File: src/rtl/pirq_route_pkg.sv
`timescale 1ns/1ps
package pirq_route_pkg;
  localparam int PINS    = 4;
  localparam int PIN_W   = 2;
  localparam int PIRQ_W  = 3;
  localparam int FIELD_W = 4;
  localparam int BYTE_W  = 8;
  localparam int WORD_W  = PINS * FIELD_W;

  typedef logic [PIRQ_W-1:0] pirq_t;

  // default for slots without a register: rotate, upper half only
  function automatic pirq_t rotate_default(input int unsigned slot, input int unsigned pin);
    return pirq_t'(((slot + pin) % 4) + 4);
  endfunction

  // hard-wired slot: pin p drives upper PIRQ 4+p
  function automatic pirq_t fixed_upper(input int unsigned pin);
    return pirq_t'(pin + 4);
  endfunction
endpackage

File: src/rtl/pirq_win_lanes.sv
`timescale 1ns/1ps
module pirq_win_lanes #(
  parameter int WIN_AW = 4,
  parameter int LANES  = 4
) (
  input  logic [WIN_AW-1:0]       base,
  input  logic [LANES-1:0]        be,
  output logic [LANES-1:0]        lane_ok,
  output logic [LANES*WIN_AW-1:0] lane_off
);
  localparam int SUM_W = WIN_AW + 1;

  // per-lane offset; the carry bit marks a lane past the window end
  for (genvar g = 0; g < LANES; g++) begin : g_lane
    logic [SUM_W-1:0] sum;
    assign sum = {1'b0, base} + SUM_W'(g);
    assign lane_ok[g] = be[g] & ~sum[WIN_AW];
    assign lane_off[g*WIN_AW +: WIN_AW] = sum[WIN_AW-1:0];
  end
endmodule

File: src/rtl/pirq_route_regs.sv
`timescale 1ns/1ps
module pirq_route_regs #(
  parameter int          WIN_AW       = 4,
  parameter int          LANES        = 4,
  parameter int          REG_CNT      = 7,
  parameter int          FIXED_IDX    = 5,
  parameter logic [15:0] DEFAULT_WORD = 16'h3210
) (
  input  logic                    clk,
  input  logic                    rst,
  input  logic                    req,
  input  logic                    we,
  input  logic [LANES-1:0]        lane_ok,
  input  logic [LANES*WIN_AW-1:0] lane_off,
  input  logic [8*LANES-1:0]      wdata,
  output logic [8*LANES-1:0]      rdata,
  output logic                    rvalid,
  output logic                    route_chg,
  output logic [REG_CNT*16-1:0]   route_words
);
  localparam int REG_BYTES = 2 * REG_CNT;
  localparam int DW        = 8 * LANES;

  logic [7:0] mem [REG_BYTES];
  logic [DW-1:0] rd_next;

  function automatic logic holds_reg(input logic [WIN_AW-1:0] off);
    return int'(off) < REG_BYTES;
  endfunction

  function automatic logic storable(input logic [WIN_AW-1:0] off);
    return holds_reg(off) && ((int'(off) / 2) != FIXED_IDX);
  endfunction

  function automatic logic [7:0] reset_byte(input int b);
    if ((b / 2) == FIXED_IDX) return 8'h00;
    return (b % 2 == 1) ? DEFAULT_WORD[15:8] : DEFAULT_WORD[7:0];
  endfunction

  always_ff @(posedge clk) begin
    if (rst) begin
      for (int b = 0; b < REG_BYTES; b++) mem[b] <= reset_byte(b);
    end else if (req && we) begin
      for (int i = 0; i < LANES; i++) begin
        if (lane_ok[i] && storable(lane_off[i*WIN_AW +: WIN_AW]))
          mem[lane_off[i*WIN_AW +: WIN_AW]] <= wdata[8*i +: 8];
      end
    end
  end

  always_comb begin
    rd_next = '0;
    for (int i = 0; i < LANES; i++) begin
      if (lane_ok[i] && holds_reg(lane_off[i*WIN_AW +: WIN_AW]))
        rd_next[8*i +: 8] = mem[lane_off[i*WIN_AW +: WIN_AW]];
    end
  end

  always_ff @(posedge clk) begin
    if (rst) begin
      rdata     <= '0;
      rvalid    <= 1'b0;
      route_chg <= 1'b0;
    end else begin
      rvalid    <= req && !we;
      route_chg <= req && we;
      if (req && !we) rdata <= rd_next;
    end
  end

  for (genvar k = 0; k < REG_CNT; k++) begin : g_word
    assign route_words[16*k +: 16] = {mem[2*k+1], mem[2*k]};
  end
endmodule

File: src/rtl/pirq_slot_lookup.sv
`timescale 1ns/1ps
module pirq_slot_lookup
  import pirq_route_pkg::*;
#(
  parameter int SLOT_W     = 5,
  parameter int REG_FIRST  = 25,
  parameter int REG_CNT    = 7,
  parameter int FIXED_SLOT = 30
) (
  input  logic [SLOT_W-1:0]     slot,
  input  logic [PIN_W-1:0]      pin,
  input  logic [REG_CNT*16-1:0] route_words,
  output pirq_t                 pirq
);
  int unsigned s_i;
  int unsigned p_i;
  int unsigned bit_i;

  always_comb begin
    s_i   = int'(slot);
    p_i   = int'(pin);
    bit_i = 0;
    if (s_i >= REG_FIRST && s_i < REG_FIRST + REG_CNT) begin
      if (s_i == FIXED_SLOT) begin
        pirq = fixed_upper(p_i);
      end else begin
        bit_i = (s_i - REG_FIRST) * WORD_W + p_i * FIELD_W;
        pirq  = route_words[bit_i +: PIRQ_W];
      end
    end else begin
      pirq = rotate_default(s_i, p_i);
    end
  end
endmodule

File: src/rtl/intx_pirq_router.sv
`timescale 1ns/1ps
module intx_pirq_router
  import pirq_route_pkg::*;
#(
  parameter int          HOST_AW      = 12,
  parameter int          WIN_AW       = 4,
  parameter int          LANES        = 4,
  parameter int          SLOT_W       = 5,
  parameter int          REG_FIRST    = 25,
  parameter int          REG_CNT      = 7,
  parameter int          FIXED_SLOT   = 30,
  parameter logic [15:0] DEFAULT_WORD = 16'h3210
) (
  input  logic               clk,
  input  logic               rst,
  input  logic               req,
  input  logic               we,
  input  logic [HOST_AW-1:0] addr,
  input  logic [LANES-1:0]   be,
  input  logic [8*LANES-1:0] wdata,
  output logic [8*LANES-1:0] rdata,
  output logic               rvalid,
  output logic               route_chg,
  input  logic [SLOT_W-1:0]  lk_slot,
  input  logic [1:0]         lk_pin,
  output logic [2:0]         lk_pirq
);
  localparam int FIXED_IDX = FIXED_SLOT - REG_FIRST;

  logic [WIN_AW-1:0]        win_base;
  logic [LANES-1:0]         lane_ok;
  logic [LANES*WIN_AW-1:0]  lane_off;
  logic [REG_CNT*16-1:0]    route_words;
  logic                     unused_addr_hi;

  assign win_base       = addr[WIN_AW-1:0];
  assign unused_addr_hi = ^addr[HOST_AW-1:WIN_AW];

  pirq_win_lanes #(.WIN_AW(WIN_AW), .LANES(LANES)) u_lanes (
    .base(win_base), .be(be), .lane_ok(lane_ok), .lane_off(lane_off)
  );

  pirq_route_regs #(
    .WIN_AW(WIN_AW), .LANES(LANES), .REG_CNT(REG_CNT),
    .FIXED_IDX(FIXED_IDX), .DEFAULT_WORD(DEFAULT_WORD)
  ) u_regs (
    .clk(clk), .rst(rst), .req(req), .we(we),
    .lane_ok(lane_ok), .lane_off(lane_off), .wdata(wdata),
    .rdata(rdata), .rvalid(rvalid), .route_chg(route_chg),
    .route_words(route_words)
  );

  pirq_slot_lookup #(
    .SLOT_W(SLOT_W), .REG_FIRST(REG_FIRST), .REG_CNT(REG_CNT),
    .FIXED_SLOT(FIXED_SLOT)
  ) u_lookup (
    .slot(lk_slot), .pin(lk_pin), .route_words(route_words), .pirq(lk_pirq)
  );
endmodule

File: config.mk
export PLATFORM = sky130hd
export DESIGN_NAME = intx_pirq_router
export DESIGN_NICKNAME = d
export VERILOG_FILES = /design/src/rtl/pirq_route_pkg.sv /design/src/rtl/pirq_win_lanes.sv /design/src/rtl/pirq_route_regs.sv /design/src/rtl/pirq_slot_lookup.sv /design/src/rtl/intx_pirq_router.sv
export SDC_FILE = /design/constraint.sdc
export NUM_CORES = 1
export LEC_CHECK = 0
export ABC_AREA = 1
export BUFFER_PORTS_ARGS = -buffer_cell sky130_fd_sc_hd__buf_2
export CAP_MARGIN = 20
export CORE_MARGIN = 2
export CORE_UTILIZATION = 30
export CTS_BUF_LIST = sky130_fd_sc_hd__clkbuf_4 sky130_fd_sc_hd__clkbuf_8 sky130_fd_sc_hd__clkbuf_16
export DETAILED_ROUTE_END_ITERATION = 10
export GPL_TIMING_DRIVEN = 1
export PLACE_DENSITY = 0.41
export SYNTH_ARGS = -nofsm -noshare
export SYNTH_HDL_FRONTEND = slang
export SYNTH_SLANG_ARGS = --single-unit
File: constraint.sdc
create_clock -name clk -period 3.5 [get_ports clk]
set_clock_uncertainty 0.1 [all_clocks]
set_input_delay 0.35 -clock clk [delete_from_list [all_inputs] [get_ports clk]]
set_output_delay 0.35 -clock clk [all_outputs]
set_load 0.005 [all_outputs]
; Word level (Yosys, flattened, before mapping)
; Memory sizes are Yosys's and may differ from the RTL's.
; Cells that the tools add are included.
[totals]
regBits = 34
ramBits = 112
inputBits = 59
elab_cells = 89
mem_count = 1
[memory_table]
columns = name, words, word_bits, read_ports, rd_ports_with_merged_regs, write_ports, line_no
row1 = u_regs.mem, 14, 8, 18, 0, 14, pirq_route_regs.sv:24  ; logic [7:0] mem [REG_BYTES];
[op_classes]
n_addsub = 8
n_lt_le_gt_ge = 5
n_eq_ne = 5
shift = 1
mux = 41
bitwise_logic = 6
reduce_logical = 19
[op_table]
columns = operator, count
row1 = $shiftx A112 B33 Y3, 1
row2 = $mux W8, 10
row3 = $add A32 B4 Y32, 1
row4 = $reduce_or A8 Y1, 4
row5 = $mux W1, 23
row6 = $lt A4 B4 Y1 const B, 4
row7 = $mux W4, 4
row8 = $logic_and A1 B1 Y1, 14
row9 = $ne A3 B3 Y1 const B, 4
row10 = $add A4 B2 Y5 const B, 2
row11 = $add A2 B3 Y3 const B, 2
row12 = $mux W3, 2
row13 = $mux W6, 1
row14 = $sub A5 B5 Y6 const B, 1
row15 = $add A4 B1 Y5 const B, 1
row16 = $eq A5 B5 Y1 const B, 1
row17 = $ge A5 B5 Y1 const B, 1
row18 = $mux W5, 1
row19 = $and A1 B1 Y1, 3
row20 = $not A1 Y1, 3
row21 = $add A2 B2 Y2, 1
row22 = $logic_not A1 Y1, 1

; Longest topological paths before layout
; Gate-level depths: netlist of the first run.
[depth]
ltp_word = 10
mapped_depth = 18
ltp_nobuf = 13

; Cells and area by module
; From an unflattened synthesis of the first run, not the netlist that was laid out.
[hier_totals]
cells_unflattened = 2959
area_unflattened_um2 = 16258.1
[modules_own_cells]
columns = module, n_inst, cells_per_inst, area_per_inst_um2, seq_area_each_um2
row1 = pirq_route_regs, 1, 2666, 14813.0, 4524.3
row2 = pirq_slot_lookup, 1, 255, 1213.7, 0.0
row3 = pirq_win_lanes, 1, 38, 231.5, 0.0

; Least setup slack after synthesis of the first run
; OpenSTA, ideal clock, no wires.
[synth_timing]
path_kind = input to register
from = in addr[1]
to = mem u_regs.mem[10][0] (enable)
arrival_ps = 2700
required_ps = 3062
path_slack_ps = 362
cell_stages = 12
cell_sequence = buf_2 inv_2 clkbuf_1 clkbuf_1 ha_1 clkbuf_1 inv_1 nor2_4 nand2_2 buf_2 nand3_1 nand3b_1
[synth_lines]
columns = item, line_no
row1 = start: declaration, intx_pirq_router.sv:18  ; input logic [HOST_AW-1:0] addr,
row2 = end: declaration, pirq_route_regs.sv:24

; Worst setup path in the final report of the first run
[layout_timing]
from = in lk_slot[0]
to = out lk_pirq[1]
[layout_via]
elab_chain_len = 5
[layout_lines]
columns = item, line_no
row1 = start: declaration, intx_pirq_router.sv:24  ; input logic [SLOT_W-1:0] lk_slot,
row2 = $sub A5 B5 Y6, pirq_slot_lookup.sv:27  ; bit_i = (s_i - REG_FIRST) * WORD_W + p_i * FIELD_W;
row3 = $add A32 B4 Y32, pirq_slot_lookup.sv:27
row4 = $shiftx A112 B33 Y3, pirq_slot_lookup.sv:28  ; pirq = route_words[bit_i +: PIRQ_W];
row5 = $mux W3, pirq_slot_lookup.sv:24  ; if (s_i == FIXED_SLOT) begin
row6 = $mux W3 (*), pirq_slot_lookup.sv:23  ; if (s_i >= REG_FIRST && s_i < REG_FIRST + REG_CNT) begin
row7 = end: declaration, intx_pirq_router.sv:26  ; output logic [2:0] lk_pirq
; Mark *: on every way between the ends. The rest lies on a longest branch, timed or not.

==> summary.md, run 1 <==
| Metric | Value |
|---|---|
| Outcome | `complete, no violations` |
| Layout cell share with drive strength beyond 1 | `0.1191` |
| Fin util | `0.3362` |
| Worst-Skew Late Latency | `0.49 ns` |
| Largest net degree at the start of global routing | `87` |
| Hold Crit Class | `in -> reg` |
| CP bufs+invs | `3` |
| Pre-CTS setup slack | `0.3952 ns` |
| Bufs on Longest Clock Path | `2` |
| Total congestion overflow | `0` |
| Post-DP HPWL | `70080 um` |
| Slew Limit Fails | `0` |
| Critical path's slowest cell | `nor2_1` |
| Post-Syn Area | `15940 um^2` |
| DRC | `0` |
| Commonest non-fill, non-tap cells in the layout | `nand2_1, nand3_1, nor2_1` |
| CP Depth | `13` |
| Post-route ant nets | `0` |
| Overall die width | `234.5 um` |
| Leakage | `7.698 nW` |
| CTS HTree Levels | `4` |
| Avg Cell Area, Syn | `6.011 um^2` |
| WHS Path Cells | `3` |
| Post-CTS Hold Fix Bufs | `0` |
| CTS Root Cell | `clkbuf_16` |
| Max-Cap Viols | `0` |
| Final Power | `5.641 mW` |
| Final Hold Fails | `0` |
| Crit-path leading delay family | `simple AND/OR/NAND/NOR gates` |
| Final setup viols | `0` |
| Inserted Clock Buffers | `17` |
| DR vias | `19100` |
| Worst Path Arrival | `2.54 ns` |
| Clock-pin slew on the worst setup and hold paths | `0.07 ns` |
| Clock sink count | `162` |
| Initial antenna violation count | `2` |
| Total die area | `55000 um^2` |
| Crit. Startpoint | `lk_slot[0]` |
| First-pass GRT wire length | `127500 um` |
| Post-Place Cells | `3333` |
| Post-layout instance area | `17670 um^2` |
| Wirelength, routed | `93120 um` |
| Worst-case reg-to-reg path depth | `7` |
| Vias in the first global route | `16710` |
| Hold Path Origin | `req` |
| ANT cells | `0` |
| Initial Util | `0.3034` |
| Cell mode on critical path | `nand2_1` |
| CP endpoint kind | `primary output` |
| Nets | `2737` |
| Seq cells post-synth | `162` |
| Max incr delay on CP | `0.54 ns` |
| RR Startpoint | `u_regs.mem[15][5]` |
| Power density cells | `319.3 nW/um^2` |
| Final worst-path cycle share | `0.8549` |
| CTS resizes | `0` |
| Critical path fanouts, max | `10` |
| Slew headroom | `0.2333` |
| Cell count after synthesis | `2652` |
| # port buffers | `87` |
| VDD IR max | `0.0004509 V` |
| RSZ-0062 raised after global routing | `false` |
| Post-CTS setup buffers | `0` |
| Die H | `234.5 um` |
| Detailed Routing Iterations Pass 1 | `10` |
| Core area | `52550 um^2` |
| Min Tclk post-route | `2.992 ns` |
| Synth Warn # | `0` |
| Vias per cell | `5.673` |
| CP Cell Sequence | `buf_2, clkinv_1, ha_1, nand2_1, nand2_1, nor2_1, nand2_1, nand2_1, nor2_1, nand2_1, nand3_1, a21oi_1, buf_2` |
| Setup_tns | `0 ns` |
| Slew at the pin with the worst max-slew slack | `1.149 ns` |
| Post-synthesis cell type count | `40` |
| WHS | `0.05927 ns` |
| DP Area | `17110 um^2` |
| Area Overhead vs Synth | `10.82%` |
| Kind of critical path | `in -> out` |
| Initial DRC Count | `2521` |
| Final WS setup | `0.5080 ns` |
| Fin cells | `3366` |
| Num ports | `96` |
| CP required | `3.05 ns` |
| Num rows | `84` |
| R2R Setup Slk | `1.43 ns` |
| Max Clk Rate | `334.2 MHz` |
| Routed wire length per instance | `27.66 um` |
| CTS tree | `yes` |
| Crit start category | `input pin` |
| Post-Syn Nets | `2724` |
| Commonest non-fill, non-tap cell in the layout | `nand2_1` |
| Total track usage | `0.3359` |
| Routability congestion estimate | `0.9969` |
| Sequential area share after synthesis | `0.2838` |
cells in the mapped netlist, drive strengths merged:
master   instances  area, um^2
nand3b           6       45.04
and2             1       6.260
and3             2       12.51
inv            186       698.2
clkbuf          76       286.5
a21oi          170       850.8
o21ai          218        1091
o211ai          23       172.7
nor2           422        1772
xnor2            5       51.30
edfxtp         128        3844
o21a             1       7.510
o2111ai          3       26.28
nor3             7       35.03
mux2i            5       50.05
dfxtp           34       680.7
nand3          440        2260
nand4           58       369.1
ha              13       162.7
buf            106       558.0
nand2          732        2853
clkinv           6       23.77
or2              7       43.79
xor2             1       27.53
o21bai           2       15.01
metal layers:
layer,share of wire,vias to the layer above,wire [um],GRT usage
met4,0.058,0,5414,0.1806
met5,0,-,0,0
met1,0.43,8998,39780,0.4600
met3,0.082,220,7646,0.04821
li1,-,8812,-,-
met2,0.43,1066,40280,0.5089
final cells by class:
cell class                      instances  area (um^2)
Fill cell                            5920        34880
Multi-Input combinational cell       2116         9861
Sequential cell                       162         4524
Timing Repair Buffer                  176         1147
Tap cell                              688        860.8
Inverter                              192        721.9
Clock buffer                           18        432.9
Clock inverter                         14        117.6
worst paths after layout:
check | endpoint
hold reg to reg | u_regs.rdata[18]
setup reg to reg | u_regs.rdata[29]
hold / removal | u_regs.route_chg
setup / recovery | lk_pirq[1]
worst min-delay path: cells and delay by family:
kind,cells,cell delay [ns]
and+or+nand+nor,2,0.13
buffers and inverters,1,0.11
where the power goes:
part           switching [mW]  total (mW)  internal (mW)
clock                   0.872        1.80          0.931
combinational            1.17        1.53          0.363
sequential              0.127        2.30           2.18
total                    2.17        5.64           3.47
sequential cells by signal, indices dropped and copies added, names as in the netlist:
signal,flops
u_regs.mem,128
u_regs.rdata,32
u_regs.route_chg,1
u_regs.rvalid,1
cell families after synthesis:
kind of cell	synth area share
simple gates	0.4639
flops	0.2838
xor+xnor	0.004945
compound gates	0.1357
mux	0.003140
buf+inv	0.09826
fa+ha+maj	0.01020
No activity file was read; power rests on OpenSTA's default activity.
==> run 2: changes to the inputs <==
--- a/config.mk
+++ b/config.mk
@@ -5,12 +5,12 @@
 export SDC_FILE = /design/constraint.sdc
 export NUM_CORES = 1
 export LEC_CHECK = 0
-export ABC_AREA = 1
 export BUFFER_PORTS_ARGS = -buffer_cell sky130_fd_sc_hd__buf_2
 export CAP_MARGIN = 20
 export CORE_MARGIN = 2
 export CORE_UTILIZATION = 30
 export CTS_BUF_LIST = sky130_fd_sc_hd__clkbuf_4 sky130_fd_sc_hd__clkbuf_8 sky130_fd_sc_hd__clkbuf_16
+export CTS_CLUSTER_DIAMETER = 120
 export DETAILED_ROUTE_END_ITERATION = 10
 export GPL_TIMING_DRIVEN = 1
 export PLACE_DENSITY = 0.41
==> summary.md, run 2 <==
| Metric | Value |
|---|---|
| Outcome | `complete, no violations` |
| RSZ-0062 raised after global routing | `false` |
| Slew at the pin with the worst max-slew slack | `1.043 ns` |
| Yosys top cell by area | `edfxtp_1` |
| Min Tclk post-route | `2.987 ns` |
| Final setup viols | `0` |
| CP required | `3.62 ns` |
| Sequential area share after synthesis | `0.3075` |
| Leakage | `5.848 nW` |
| Max Clk Rate | `334.7 MHz` |
| Post-synth top area share | `0.2612` |
| Overall die width | `225.5 um` |
| Clock sink count | `162` |
| # port buffers | `87` |
| CP Cell Sequence | `buf_2, inv_2, xnor2_2, nand3_1, nor2_2, nor3_1, a211oi_1` |
| Pre-CTS setup slack | `0.1690 ns` |
| CTS tree | `yes` |
| Total track usage | `0.2975` |
| Largest net degree at the start of global routing | `73` |
| Initial antenna violation count | `6` |
| Top reg by flops | `u_regs.mem` |
| Routability congestion estimate | `0.9911` |
| Kind of critical path | `in -> reg` |
| Wirelength, routed | `74930 um` |
| Total die area | `50830 um^2` |
| Power density cells | `346.0 nW/um^2` |
| Met2 wire len | `34370 um` |
| Post-Syn Nets | `1559` |
| Fin util | `0.3367` |
| Critical path's slowest cell | `xnor2_2` |
| WL met1 | `29710 um` |
| CTS Root Cell | `clkbuf_16` |
| Synth top cells by count | `nand2_1, nor2_1, edfxtp_1` |
| Vias in the first global route | `13320` |
| Top sig layer | `met5` |
| Post-route ant nets | `0` |
| Vias per cell | `6.548` |
| CTS resizes | `0` |
| Leading cell types by total area after synthesis | `edfxtp_1, mux4_2, dfxtp_1, mux2i_1, nand2_1` |
| DRC | `0` |
| Hold Crit Class | `in -> reg` |
| Nets | `1597` |
| Final Hold Fails | `0` |
| Max-Cap Viols | `0` |
| Initial DRC Count | `1887` |
| CTS HTree Levels | `4` |
| VDD IR max | `0.0004123 V` |
| Post-synthesis cell type count | `100` |
| Primary FF master, synth | `edfxtp_1` |
| Layout cell share with drive strength beyond 1 | `0.2568` |
| Critical path fanouts, max | `22` |
| Crit start category | `input pin` |
| Post-Syn Area | `14710 um^2` |
| Area Overhead vs Synth | `11.31%` |
| Die H | `225.5 um` |
| Clock-pin slew on the worst setup and hold paths | `0.07 ns` |
| Max incr delay on CP | `0.56 ns` |
| WHS | `0.3006 ns` |
| Routed wire length per instance | `34.67 um` |
| Met3 wire length | `6741 um` |
| Detailed Routing Iterations Pass 1 | `5` |
| Post-CTS setup buffers | `0` |
| Share of async-settable or async-resettable flops after synthesis | `0` |
| Seq cells post-synth | `162` |
| Fillers | `4995` |
| Post-synth EDFFs | `128` |
| Num ports | `96` |
| Final WS setup | `0.5126 ns` |
| Slew Limit Fails | `0` |
| Cell count after synthesis | `1487` |
| Worst-Skew Late Latency | `0.49 ns` |
| Slew headroom | `0.3013` |
| Final worst-path cycle share | `0.8535` |
| Final Power | `5.667 mW` |
| Worst Path Arrival | `3.11 ns` |
| Post-DP HPWL | `55780 um` |
| Core area | `48650 um^2` |
| Num rows | `81` |
| Synth Warn # | `0` |
| Top-count cell post-synth | `nand2_1` |
| Max reg flops | `128` |
| Avg Cell Area, Syn | `9.895 um^2` |
| Setup_tns | `0 ns` |
| DR vias | `14150` |
| Commonest non-fill, non-tap cell in the layout | `nand2_1` |
| CP endpoint kind | `register` |
| Commonest non-fill, non-tap cells in the layout | `nand2_1, nor2_1, edfxtp_1` |
| Post-CTS Hold Fix Bufs | `0` |
| Top flop regs | `u_regs.mem: 128 flops, u_regs.rdata: 32 flops` |
| Inserted Clock Buffers | `17` |
| Bufs on Longest Clock Path | `2` |
| First-pass GRT wire length | `104400 um` |
| Initial Util | `0.3025` |
| Total congestion overflow | `0` |
## run 2: changes by cell type in the layout (fill, tap and decap cells not counted), moves of 51 or more
cell,delta
o21ai_0,-143
mux4_2,+109
nor2_1,-254
mux2i_1,+61
nand4_1,-51
a21oi_1,-112
nand2_1,-550
nand3_1,-386
a221oi_1,+55
inv_1,-150
o22ai_1,+54
## run 2: worst max-delay path: cells and delay by family
kind	cells	cell delay, ns
AO/OA/AOI/OAI	1	0.41
XOR/XNOR	1	0.56
AND/OR/NAND/NOR	3	0.94
buffers and inverters	2	0.81
## run 2: report_power, final
group	internal, mW	switching (mW)	total (mW)
registers	2.18	0.175	2.35
logic	0.536	0.882	1.42
clock network	0.996	0.899	1.90
## run 2: kinds of logic (layout without fill, tap and decap cells)
logic type	after synthesis	after routing	synth area share
AOI/OAI and AO/OA	467	467	0.2305
other	0	1	0
and+or+nand+nor	471	471	0.1598
xor gates and xnor gates	11	11	0.009099
muxes	187	187	0.2209
buffers and inverters	176	227	0.06114
adders and majority gates	13	13	0.01105
DFF	162	162	0.3075
## run 2: cell type report
class / instances / area [um^2] / share of cell area
Antenna cell: 1 / 2.502 / 0.0001528
Inverter: 23 / 86.33 / 0.005271
Clock buffer: 17 / 425.4 / 0.02597
Timing Repair Buffer: 172 / 1112 / 0.06791
Sequential cell: 162 / 4524 / 0.2762
Tap cell: 622 / 778.2 / 0.04752
Multi-Input combinational cell: 1149 / 9303 / 0.5680
Clock inverter: 15 / 146.4 / 0.008938
## run 2: per-layer routing
| metal | track usage | up-vias |
|---|---|---|
| li1 | - | 6002 |
| met1 | 0.3828 | 7009 |
| met2 | 0.4715 | 912 |
| met3 | 0.06336 | 226 |
| met4 | 0.1510 | 2 |
| met5 | 0 | - |
## run 2: per-stage QoR
step	instances	area, um^2
2_1_floorplan	1487	14710
3_3_place_gp	2127	15790
3_5_place_dp	2128	15800
4_1_cts	2160	16380
5_1_grt	2160	16380
6_report	2161	16380
## run 2: final timing paths
path,cells after the start,slack [ns],end,startpoint
max,7,0.51,u_regs.mem[6][2],addr[3]
min,4,0.30,u_regs.rdata[25],req
max reg2reg,3,1.36,u_regs.rdata[2],u_regs.mem[1][2]
min reg2reg,2,0.33,u_regs.rdata[22],u_regs.rdata[22]
